`src/rtl/hbus_pkg.sv`:
```
package hbus_pkg;

    localparam int DATA_W = 8;
    localparam int ADDR_W = 8;
    localparam int DEPTH  = 1 << ADDR_W;

    typedef logic [DATA_W-1:0] byte_t;
    typedef logic [ADDR_W-1:0] ptr_t;

    // One synchronized view of the processor pins
    typedef struct packed {
        logic  cs_n;
        logic  rd_n;
        logic  wr_n;
        logic  a0;
        byte_t data;
    } pin_sample_t;

    localparam pin_sample_t PIN_IDLE = '{cs_n: 1'b1, rd_n: 1'b1, wr_n: 1'b1,
                                         a0: 1'b0, data: '0};

    // Completed-cycle classification, reported on the cycle's end
    typedef enum logic [1:0] {
        CYC_NONE  = 2'd0,
        CYC_ADDR  = 2'd1,
        CYC_WRITE = 2'd2,
        CYC_READ  = 2'd3
    } cyc_kind_t;

    localparam ptr_t HOST_BUF_BASE   = 8'h10;
    localparam ptr_t PERIPH_BUF_BASE = 8'h40;

    function automatic logic wr_active(pin_sample_t s);
        return !s.cs_n && !s.wr_n;
    endfunction

    function automatic logic rd_active(pin_sample_t s);
        return !s.cs_n && !s.rd_n;
    endfunction

    function automatic logic in_buffer(ptr_t p, logic periph, ptr_t host_base, ptr_t per_base);
        return p >= (periph ? per_base : host_base);
    endfunction

endpackage

```
`src/rtl/hbus_sync.sv`:
```
module hbus_sync
    import hbus_pkg::*;
#(
    parameter int STAGES = 2
) (
    input  logic        clk,
    input  logic        rst,
    input  pin_sample_t d,
    output pin_sample_t q
);
    pin_sample_t stg [STAGES];

    always_ff @(posedge clk) begin
        if (rst) begin
            for (int i = 0; i < STAGES; i++) stg[i] <= PIN_IDLE;
        end else begin
            stg[0] <= d;
            for (int i = 1; i < STAGES; i++) stg[i] <= stg[i-1];
        end
    end

    assign q = stg[STAGES-1];
endmodule

```
`src/rtl/hbus_cycle_decode.sv`:
```
module hbus_cycle_decode
    import hbus_pkg::*;
(
    input  logic        clk,
    input  logic        rst,
    input  pin_sample_t cur,
    output cyc_kind_t   kind,
    output byte_t       data
);
    pin_sample_t prev;

    always_ff @(posedge clk) begin
        if (rst) prev <= PIN_IDLE;
        else     prev <= cur;
    end

    logic w_end, r_end;
    assign w_end = wr_active(prev) && !wr_active(cur);
    assign r_end = rd_active(prev) && !rd_active(cur);

    // prev is the last sample in which the cycle was still active
    always_comb begin
        kind = CYC_NONE;
        if (w_end)               kind = prev.a0 ? CYC_WRITE : CYC_ADDR;
        else if (r_end && prev.a0) kind = CYC_READ;
    end

    assign data = prev.data;
endmodule

```
`src/rtl/hbus_ram.sv`:
```
module hbus_ram #(
    parameter int DW = 8,
    parameter int AW = 8,
    localparam int DEPTH = 1 << AW
) (
    input  logic          clk,
    input  logic          we,
    input  logic [AW-1:0] waddr,
    input  logic [DW-1:0] wdata,
    input  logic [AW-1:0] raddr,
    output logic [DW-1:0] rdata
);
    logic [DW-1:0] mem [DEPTH];

    always_ff @(posedge clk) begin
        if (we) mem[waddr] <= wdata;
        rdata <= mem[raddr];
    end
endmodule

```
`src/rtl/hbus_mem_port.sv`:
```
module hbus_mem_port
    import hbus_pkg::*;
#(
    parameter int   SYNC_STAGES = 2,
    parameter ptr_t HOST_BASE   = HOST_BUF_BASE,
    parameter ptr_t PERIPH_BASE = PERIPH_BUF_BASE
) (
    input  logic                        clk,
    input  logic                        rst,
    input  logic                        bus_cs_n,
    input  logic                        bus_rd_n,
    input  logic                        bus_wr_n,
    input  logic                        bus_a0,
    input  logic [hbus_pkg::DATA_W-1:0] bus_d_in,
    output logic [hbus_pkg::DATA_W-1:0] bus_d_out,
    output logic                        bus_d_oe,
    input  logic                        mode_periph,
    output logic                        region_buf
);
    pin_sample_t raw, synced;
    cyc_kind_t   cyc_kind;
    byte_t       evt_data;
    ptr_t        ptr_q;
    byte_t       ram_rdata;

    assign raw = '{cs_n: bus_cs_n, rd_n: bus_rd_n, wr_n: bus_wr_n,
                   a0: bus_a0, data: bus_d_in};

    hbus_sync #(.STAGES(SYNC_STAGES)) u_sync (
        .clk (clk),
        .rst (rst),
        .d   (raw),
        .q   (synced)
    );

    hbus_cycle_decode u_dec (
        .clk  (clk),
        .rst  (rst),
        .cur  (synced),
        .kind (cyc_kind),
        .data (evt_data)
    );

    always_ff @(posedge clk) begin
        if (rst) begin
            ptr_q <= '0;
        end else begin
            unique case (cyc_kind)
                CYC_ADDR:            ptr_q <= evt_data;
                CYC_WRITE, CYC_READ: ptr_q <= ptr_q + 1'b1;
                default:             ptr_q <= ptr_q;
            endcase
        end
    end

    hbus_ram #(.DW(DATA_W), .AW(ADDR_W)) u_ram (
        .clk   (clk),
        .we    (cyc_kind == CYC_WRITE),
        .waddr (ptr_q),
        .wdata (evt_data),
        .raddr (ptr_q),
        .rdata (ram_rdata)
    );

    // Pad enable follows the raw pins so the bus is released at once
    assign bus_d_oe   = !bus_cs_n && !bus_rd_n && bus_a0;
    assign bus_d_out  = ram_rdata;
    assign region_buf = in_buffer(ptr_q, mode_periph, HOST_BASE, PERIPH_BASE);
endmodule

```
`config.mk`:
```
export PLATFORM = sky130hd
export DESIGN_NAME = hbus_mem_port
export DESIGN_NICKNAME = d
export VERILOG_FILES = /design/src/rtl/hbus_pkg.sv /design/src/rtl/hbus_sync.sv /design/src/rtl/hbus_cycle_decode.sv /design/src/rtl/hbus_ram.sv /design/src/rtl/hbus_mem_port.sv
export SDC_FILE = /design/constraint.sdc
export NUM_CORES = 2
export LEC_CHECK = 0
export BUFFER_PORTS_ARGS = -buffer_cell sky130_fd_sc_hd__buf_2
export CAP_MARGIN = 40
export CORE_MARGIN = 3
export CORE_UTILIZATION = 40
export CTS_CLUSTER_DIAMETER = 80
export DETAILED_ROUTE_END_ITERATION = 12
export MAX_ROUTING_LAYER = met4
export PLACE_DENSITY = 0.65
export SETUP_SLACK_MARGIN = 0.3
export SKIP_CTS_REPAIR_TIMING = 1
export SYNTH_ARGS = -nofsm -noshare
export SYNTH_HDL_FRONTEND = slang
export SYNTH_SLANG_ARGS = --single-unit
```
`constraint.sdc`:
```
create_clock -name clk -period 8.84 [get_ports clk]
set_clock_uncertainty 0.05 [all_clocks]
set_input_delay 1.768 -clock clk [delete_from_list [all_inputs] [get_ports clk]]
set_output_delay 1.768 -clock clk [all_outputs]
set_load 0.01 [all_outputs]
```
==> results.sh <==
export IMPL_status="complete, but fails checks"
export IMPL_failed_checks="max-slew violations"
export IMPL_wl_per_cell_um=28.5
export IMPL_fin_crit_sh_pct=58.0
export IMPL_syn_nets=3707
export IMPL_worst_setup_path_end_kind="flip-flop"
export IMPL_critPathSlowestCell="dfxtp_4"
export IMPL_synthCells=3686
export IMPL_tns_ns=0
export IMPL_synth_warning_count=0
export IMPL_regArea_mm2=0.0626
export IMPL_crit_type="reg2reg"
export IMPL_finalHoldViolations=0
export IMPL_async_reset_ff_share_pct=0
export IMPL_root_buffer="clkbuf_16"
export IMPL_first_iter_violations=4705
export IMPL_power_frac_comb_pct=0.6
export IMPL_antenna_found_initial=6
export IMPL_ys_ff_latch=2100
export IMPL_path_buf_inv=4
export IMPL_max_stage_delay_ns=0.81
export IMPL_start_util_pct=40.3
export IMPL_swShare_pct=19.2
export IMPL_drive_above_1_share_pct=25.3
export IMPL_std_cell_rows=163
export IMPL_detail_route_antenna_nets=0
export IMPL_cts_tree="yes"
export IMPL_cts_buffers=201
export IMPL_p_leak_nw=27.2
export IMPL_multiInputGateArea_mm2=0.0165
export IMPL_crit_top_cell="buf_4"
export IMPL_p_clk_share_pct=44.0
export IMPL_ys_types=38
export IMPL_grt_max_degree=244
export IMPL_grt_pass1_wl_um=274000
export IMPL_m1WireLength_um=77700
export IMPL_insertion_delay_ns=0.81
export IMPL_synth_area_leaders="edfxtp_1 (77%), mux4_2 (14%), a22oi_1 (2.4%), dfxtp_1 (1.3%), nor2_1 (1.2%)"
export IMPL_synth_top_area_share_pct=77.0
export IMPL_cp_required_ns=9.46
export IMPL_grt_overflow=0
export IMPL_synth_top_flop_cell="edfxtp_1"
export IMPL_die_h_um=453
export IMPL_critical_path_arrival_ns=5.74
export IMPL_drc=0
export IMPL_netlist_area_mm2=0.0799
export IMPL_path_clk_slew_ns=0.06
export IMPL_worstMarginPinSlew_ns=1.81
export IMPL_slew_violations=128
export IMPL_first_pass_iters=5
export IMPL_stdcell_area_mm2=0.0904
export IMPL_wirelength_um=189000
export IMPL_wl_met3_um=16000
export IMPL_grt_usage_pct=18.9
export IMPL_portBuffers=24
export IMPL_finalCriticalPeriod_ns=5.12
export IMPL_p_sw_mw=3.76
export IMPL_clock_sinks=2100
export IMPL_ios=25
export IMPL_cellPowerDensity_mw_per_mm2=217
export IMPL_slew_headroom_pct=-20.5
export IMPL_grt_pass1_vias=38245
export IMPL_final_nets=3821
export IMPL_vias=38356
export IMPL_dpl_hpwl_um=107000
export IMPL_start_kind="flip-flop"
export IMPL_worstHoldPathType="reg2reg"
export IMPL_routed_wl_met2_um=90100
export IMPL_path_max_fanout=53
export IMPL_cts_buffer_depth=3
export IMPL_ys_seq_area_share_pct=78.3
export IMPL_synth_area_leader_cell="edfxtp_1"
export IMPL_rsz0062_at_grt="false"
export IMPL_synth_area_per_cell_um2=21.7
export IMPL_seq_power_share_pct=55.3
export IMPL_drv_cap=0
export IMPL_area_growth_syn_to_layout_pct=13.2
export IMPL_top_layer_used="met4"
export IMPL_dieWidth_um=453
export IMPL_vias_per_cell=5.79
export IMPL_utilization_pct=45.7
export IMPL_max_freq_mhz=195
export IMPL_globalplace_congestion=0.781
export IMPL_finalSetupViolations=0
export IMPL_cp_cell_sequence="buf_4 -> buf_4 -> buf_4 -> mux4_2 -> a22oi_1 -> a21oi_1 -> o41ai_1 -> buf_2 -> nand4_1"
export IMPL_core_mm2=0.198
export IMPL_dieArea_mm2=0.205
export IMPL_setup_ws_ns=3.72
export IMPL_place_ws_ns=3.69
export IMPL_critPathTopFamily="buffers and inverters"
export IMPL_synth_edff_count=2048
export IMPL_intPower_mw=15.9
export IMPL_fillerInstances=16174
export IMPL_placed_cell_area_mm2=0.0838
export IMPL_ir_drop_v=0.000173
export IMPL_htreeDepth=4
==> cells by family after synthesis <==
family | after synthesis | share of synthesized area, %
adders and majority gates | 6 | 0.0940
and+or+nand+nor | 387 | 2.13
buffers and inverters | 241 | 1.30
AOI/OAI and AO/OA | 440 | 3.75
muxes | 512 | 14.4
DFF | 2100 | 78.3
==> flip-flops by register name, summed over array words and instances (netlist names) <==
| name | count |
|---|---|
| u_dec.data | 8 |
| u_ram.mem | 2048 |
| u_sync.stg | 24 |
| u_ram.rdata | 8 |
| u_dec.prev | 4 |
| ptr_q | 8 |
==> final timing paths <==
kind                                   startpoint                 to  slack, ns  cells after the start
worst min register to register  u_sync.stg[0][11]  u_sync.stg[0][23]       0.36                      1
worst max register to register           ptr_q[1]     u_ram.rdata[7]       3.72                      9
worst max-delay path                     ptr_q[1]     u_ram.rdata[7]       3.72                      9
worst min-delay path            u_sync.stg[0][11]  u_sync.stg[0][23]       0.36                      1
==> layout make-up <==
| class | instances | area share, % |
|---|---|---|
| sequential | 2100 | 69.2 |
| multi-input combinational | 1345 | 18.3 |
| clock buffer | 261 | 5.94 |
| tap | 2640 | 3.65 |
| timing repair buffer | 146 | 1.53 |
| clock inverter | 117 | 1.37 |
| inverter | 6 | 0.0249 |
| antenna | 4 | 0.0111 |
==> cells in the mapped netlist, types with 2 or more instances <==
cell and instances:
inv_1 6, o21ai_0 7, mux4_2 512, a22oi_1 257
nor3_1 5, ha_1 6, buf_2 48, clkbuf_1 148
buf_1 22, nor2_1 256, a21oi_1 134, nand2_1 21
nor3b_1 3, nand3_1 24, buf_4 12, nor2b_1 34
or2_2 10, nand4_1 11, edfxtp_1 2048, a31oi_1 2
dfxtp_1 52, and2_1 14, nand2b_1 2, a211oi_1 3
o41ai_1 32, buf_6 4, or3_1 2
==> routing by layer <==
metal	up-vias	global-route usage, %
met1	20530	26.4
met2	1759	28.3
li1	15781	-
met5	-	-
met4	0	5.46
met3	286	3.81
==> cell usage in the layout (no fill, tap or decap), types with 21 or more instances in the layout <==
cell type and n:
clkinv_1 39, clkinv_2 39, buf_2 30, clkbuf_16 205
nor2b_1 32, clkbuf_1 52, dfxtp_1 42, nor2_1 254
nand2_1 21, edfxtp_1 2048, a22oi_1 257, a21oi_1 134
buf_4 89, bufinv_16 24, mux4_2 512
==> power by group through the flow <==
stage                     sequential [mW]  clock (mW)  combinational (mW)
after floorplan                      11.1           0              0.0396
after global placement               11.1           0               0.111
after detailed placement             11.1           0               0.124
after CTS                            10.9        8.75               0.123
after global routing                 10.9        9.16               0.132
final                                10.9        8.64               0.121
==> per-stage QoR <==
stage	cells	power [mW]	hold WS (ns)
after floorplan	3686	11.1	0.339
after global placement	6177	11.2	0.343
after detailed placement	6235	11.2	0.348
after CTS	6613	19.7	0.365
after global routing	6619	20.1	0.380
final	6619	19.6	0.362
No activity file was read; power rests on OpenSTA's default activity.
